## src/rtl/stage_pkg.sv

```systemverilog
package stage_pkg;
  typedef enum logic [0:0] {
    OPK_ADD = 1'b0,
    OPK_MUL = 1'b1
  } op_kind_e;
endpackage

```

## src/rtl/flag_pipe.sv

```systemverilog
module flag_pipe #(
  parameter int W     = 34,
  parameter int DEPTH = 2
) (
  input  logic                         clk,
  input  logic                         rst,
  input  logic                         wr,
  input  logic [W-1:0]                 wdata,
  output logic                         full,
  input  logic                         rd,
  output logic [W-1:0]                 rdata,
  output logic                         has_data,
  output logic [$clog2(DEPTH+1)-1:0]   level
);
  localparam int PW = (DEPTH > 1) ? $clog2(DEPTH) : 1;
  localparam int CW = $clog2(DEPTH + 1);

  logic [W-1:0]  mem [DEPTH];
  logic [PW-1:0] wp, rp;
  logic [CW-1:0] cnt, cnt_n;
  logic          full_q, has_q;
  logic          wr_ok, rd_ok;

  assign wr_ok = wr & ~full_q;
  assign rd_ok = rd & has_q;
  assign cnt_n = cnt + CW'(wr_ok) - CW'(rd_ok);

  always_ff @(posedge clk) begin
    if (wr_ok) mem[wp] <= wdata;
  end

  always_ff @(posedge clk) begin
    if (rst) begin
      wp     <= '0;
      rp     <= '0;
      cnt    <= '0;
      full_q <= 1'b0;
      has_q  <= 1'b0;
    end else begin
      if (wr_ok) wp <= (wp == PW'(DEPTH - 1)) ? '0 : wp + 1'b1;
      if (rd_ok) rp <= (rp == PW'(DEPTH - 1)) ? '0 : rp + 1'b1;
      cnt    <= cnt_n;
      full_q <= (cnt_n == CW'(DEPTH));
      has_q  <= (cnt_n != '0);
    end
  end

  assign rdata    = mem[rp];
  assign full     = full_q;
  assign has_data = has_q;
  assign level    = cnt;

  AST_NO_OVERFLOW: assert property (@(posedge clk) disable iff (rst)
    (full && wr && !rd) |=> (level == CW'(DEPTH)));
  AST_HEAD_HOLD: assert property (@(posedge clk) disable iff (rst)
    (has_data && !rd) |=> $stable(rdata));
  AST_EMPTY_READ: assert property (@(posedge clk) disable iff (rst)
    (!has_data && rd && !wr) |=> (level == '0));
endmodule

```

## src/rtl/two_in_op.sv

```systemverilog
module two_in_op
  import stage_pkg::*;
#(
  parameter int       W    = 32,
  parameter op_kind_e KIND = OPK_ADD
) (
  input  logic [W-1:0] a,
  input  logic [W-1:0] b,
  output logic [W-1:0] y,
  output logic         exc
);
  generate
    if (KIND == OPK_ADD) begin : g_add
      logic [W:0] wide;
      assign wide = {1'b0, a} + {1'b0, b};
      assign y    = wide[W-1:0];
      assign exc  = wide[W];
    end else begin : g_mul
      logic [2*W-1:0] prod;
      assign prod = {{W{1'b0}}, a} * {{W{1'b0}}, b};
      assign y    = prod[W-1:0];
      assign exc  = |prod[2*W-1:W];
    end
  endgenerate
endmodule

```

## src/rtl/compute_stage.sv

```systemverilog
module compute_stage
  import stage_pkg::*;
#(
  parameter int       W     = 32,
  parameter int       DEPTH = 2,
  parameter op_kind_e KIND  = OPK_ADD
) (
  input  logic         clk,
  input  logic         rst,
  input  logic         in_wr,
  input  logic [W-1:0] in_a,
  input  logic [W-1:0] in_b,
  input  logic         in_last,
  input  logic         in_exc,
  output logic         in_full,
  input  logic         out_rd,
  output logic [W-1:0] out_data,
  output logic         out_last,
  output logic         out_exc,
  output logic         out_valid,
  output logic         out_full
);
  localparam int IW = 2 * W + 2;
  localparam int OW = W + 2;
  localparam int CW = $clog2(DEPTH + 1);

  logic [IW-1:0] in_tok, head_tok;
  logic [OW-1:0] res_tok, out_tok;
  logic          src_has, dst_full, fire;
  logic [CW-1:0] src_lvl, dst_lvl;
  logic [W-1:0]  op_y;
  logic          op_exc;

  assign in_tok = {in_last, in_exc, in_b, in_a};

  flag_pipe #(.W(IW), .DEPTH(DEPTH)) u_src (
    .clk(clk), .rst(rst), .wr(in_wr), .wdata(in_tok), .full(in_full),
    .rd(fire), .rdata(head_tok), .has_data(src_has), .level(src_lvl)
  );

  two_in_op #(.W(W), .KIND(KIND)) u_op (
    .a(head_tok[W-1:0]), .b(head_tok[2*W-1:W]), .y(op_y), .exc(op_exc)
  );

  assign fire    = src_has & ~dst_full;
  assign res_tok = {head_tok[IW-1], head_tok[IW-2] | op_exc, op_y};

  flag_pipe #(.W(OW), .DEPTH(DEPTH)) u_dst (
    .clk(clk), .rst(rst), .wr(fire), .wdata(res_tok), .full(dst_full),
    .rd(out_rd), .rdata(out_tok), .has_data(out_valid), .level(dst_lvl)
  );

  assign out_full = dst_full;
  assign out_data = out_tok[W-1:0];
  assign out_exc  = out_tok[W];
  assign out_last = out_tok[W+1];

  AST_STALL_OUT: assert property (@(posedge clk) disable iff (rst)
    (out_full && !out_rd) |=> $stable(dst_lvl));
  AST_STALL_IN: assert property (@(posedge clk) disable iff (rst)
    (out_full && !out_rd && !in_wr) |=> $stable(src_lvl));
  AST_NO_SOURCE: assert property (@(posedge clk) disable iff (rst)
    (!src_has && !out_rd) |=> $stable(dst_lvl));
endmodule

```

## config.mk

```make
export PLATFORM = sky130hd
export DESIGN_NAME = compute_stage
export DESIGN_NICKNAME = d
export VERILOG_FILES = /design/src/rtl/stage_pkg.sv /design/src/rtl/flag_pipe.sv /design/src/rtl/two_in_op.sv /design/src/rtl/compute_stage.sv
export SDC_FILE = /design/constraint.sdc
export NUM_CORES = 1
export LEC_CHECK = 0
export CORE_UTILIZATION = 51
export CTS_CLUSTER_DIAMETER = 60
export DETAILED_ROUTE_END_ITERATION = 8
export PLACE_DENSITY = 0.76
export SYNTH_ARGS = -nofsm -noshare
export SYNTH_HDL_FRONTEND = slang
export SYNTH_SLANG_ARGS = --single-unit
```

## constraint.sdc

```tcl
create_clock -name clk -period 5.6 [get_ports clk]
set_input_delay 1.68 -clock clk [delete_from_list [all_inputs] [get_ports clk]]
set_output_delay 1.68 -clock clk [all_outputs]
set_load 0.005 [all_outputs]
```

==> qor.txt <==
FP Rows: 49
Mapped Area: 9480 um2
Sink Count: 214
DP HPWL: 11.9 mm
Initial Util: 52.4%
met3 GRT Util: 2.77%
r2r setup slk: 1560 ps
hold buffers post-CTS: 0
die area: 19,100 um2
fin cells: 959
CP arrival: 4270 ps
HP Class: flop to flop
GRT met1 Usage: 23.3%
footprint of the multi-input gates: 3070 um2
Post-CTS Setup Bufs: 0
crit path capture type: flop
via count: 5,287
I/O pin cnt: 107
max-cap violation count: 0
largest net degree at the start of global routing: 67
final WL: 17.6 mm
Lkg Pwr: 0.00411 uW
Tmin final: 4040 ps
PwrDens: 557 nW/um2
TritonCTS Buffers: 22
Hold Crit Start: u_src.rp
final clock skew: 14.7 ps
Fin. Hold Viols: 0
Slew HR: 22.8%
Final nets: 822
Avg Cell Area, Syn: 15.8 um2
register area: 6290 um2
Syn Inst Count: 599
x dimension of the die: 138 um
syn nets: 706
cts repair resizes: 0
met2 usage: 33.3%
commonest cells after routing, fill and taps aside: edfxtp_1, clkdlybuf4s50_1, mux2_2
drt drc: 10
asr flop ratio synth: 0%
Required @ worst endpoint: 5830 ps
CP Launch Type: flop
Hold Path Depth: 2
first-pass GRT wire length: 28.3 mm
port buffer count: 106
placed insts: 920
status: finished with violations
worst-path fanout max: 49
share of cells above drive strength 1: 21.4%
Layout area overhead: 22.2%
failing checks: design-rule violations
CTS Root Cell: clkbuf_16
H-tree depth: 1
Setup CP Type: flop to flop
Most used DFF post-synth: edfxtp_1
total track usage: 18.6%
ant diodes: 0
#FFs+latches synth: 214
synth top area cells: edfxtp_1, mux2_2, ha_1, dfxtp_1, xnor2_1
crit share post-route: 72.1%
WL per Instance: 18.3 um
number of global-route vias before repair: 5,554
clock buffer depth: 3
GRT Max-Usage Layer: met2
post-synthesis sequential area ratio: 66.3%
Slew @ Worst Pin: 1160 ps
Placeable Area: 18,100 um2
maximum VDD drop: 368 uV
share of the synthesized area in the top cell type: 63.4%
R2R Path End: u_dst.mem[1][28]
final setup TNS: 0 ps
Routed Antenna Nets: 0
unrepaired setup endpoints after global routing: false
initial antenna violation count: 0
vias per inst: 5.51
post-synth cell types: 58
Pre-Repair DR Iteration Count: 7
Final GP Congestion: 0.872
fillcell total: 1,297
Post-synth EDFFs: 200
worst reg-to-reg path cell count: 10
1st-iter DRT viols: 330
die boundary height: 138 um
fin. max-slew vios: 0
Clock Pin Slew Worst Setup and Hold Paths: 60 ps
Setup-failing EPs final: 0
CTS tree: yes
YS warnings: 0
gr ovfl total: 0
highest clock rate: 248 MHz
Skew-Pair Late Insertion Delay: 490 ps
Yosys top cell by area: edfxtp_1
commonest non-fill, non-tap cell in the layout: edfxtp_1
## cell type report
class,count,share of cell area (%)
Sequential cell,214,54.3
Clock inverter,6,1.10
Tap cell,229,2.47
Clock buffer,33,5.67
Timing Repair Buffer,111,9.48
Inverter,14,0.454
Multi-Input combinational cell,352,26.5
## power breakdown
group / total, uW / internal (uW) / switching (uW)
clock: 1550 / 991 / 564
sequential: 2450 / 2320 / 125
combinational: 2450 / 1170 / 1280
## worst max-delay path, cell delays in order (launching register included)
cell and delay (ps):
dfxtp_2 1090, mux2_2 440, ha_1 230, fa_1 420
a21o_1 200, nand4_1 140, a311oi_1 170, o311ai_1 290
nand2_1 240, o41a_1 370, xor2_1 160
## synthesized netlist by cell type (7+ instances only)
cell	count
dfxtp_1	14
nor2b_1	9
o21bai_1	7
a21o_1	17
ha_1	36
nand2b_1	7
inv_1	14
nand2_1	14
xnor2_1	27
o21ai_0	10
edfxtp_1	200
nor2_1	23
xor2_1	9
mux2_2	100
a21oi_1	22
clkbuf_1	16
## through the flow
stage,util [%],total power [uW],hold slack [ps],instance area [um2],setup slack (ps)
4_1_cts,64.0,6490,546,11600,1520
2_1_floorplan,-,4080,481,9480,212
3_3_place_gp,59.7,4830,497,10800,1700
6_report,64.0,6450,535,11600,1560
3_5_place_dp,59.7,4920,524,10800,1570
5_1_grt,64.0,6790,571,11600,1320
## layer usage
metal,wire length (um),vias to the layer above
li1,-,2543
met1,7480,2581
met2,8950,130
met3,742,33
met4,414,0
met5,0,-
## state kept, by name (all words and copies together) (netlist names), named ones only
| name | cells |
|---|---|
| u_dst.wp | 1 |
| u_src.has_data | 1 |
| u_dst.level | 2 |
| u_dst.has_data | 1 |
| u_dst.mem | 68 |
| u_src.full | 1 |
| u_src.mem | 132 |
| u_src.level | 2 |
| u_src.wp | 1 |
| u_src.rp | 1 |
| u_dst.rp | 1 |
| u_dst.full | 1 |
## worst max-delay path by stage
stage,from,to
global placement,flop,u_dst.mem[0][28]
CTS,flop,u_dst.mem[1][28]
detailed placement,flop,u_dst.mem[0][28]
floorplan,in_wr,u_src.mem[0][0]
finish,flop,u_dst.mem[1][28]
global route,flop,u_dst.mem[0][28]
## logic make-up after synthesis
logic type,synth area share (%)
AO/OA/AOI/OAI,7.82
XOR/XNOR,3.33
adder cells (fa/ha/maj),4.96
buffers and inverters,1.40
flip-flops,66.3
multiplexers,11.9
AND/OR/NAND/NOR,4.28
Note: power is estimated with default switching activity, not from simulation.
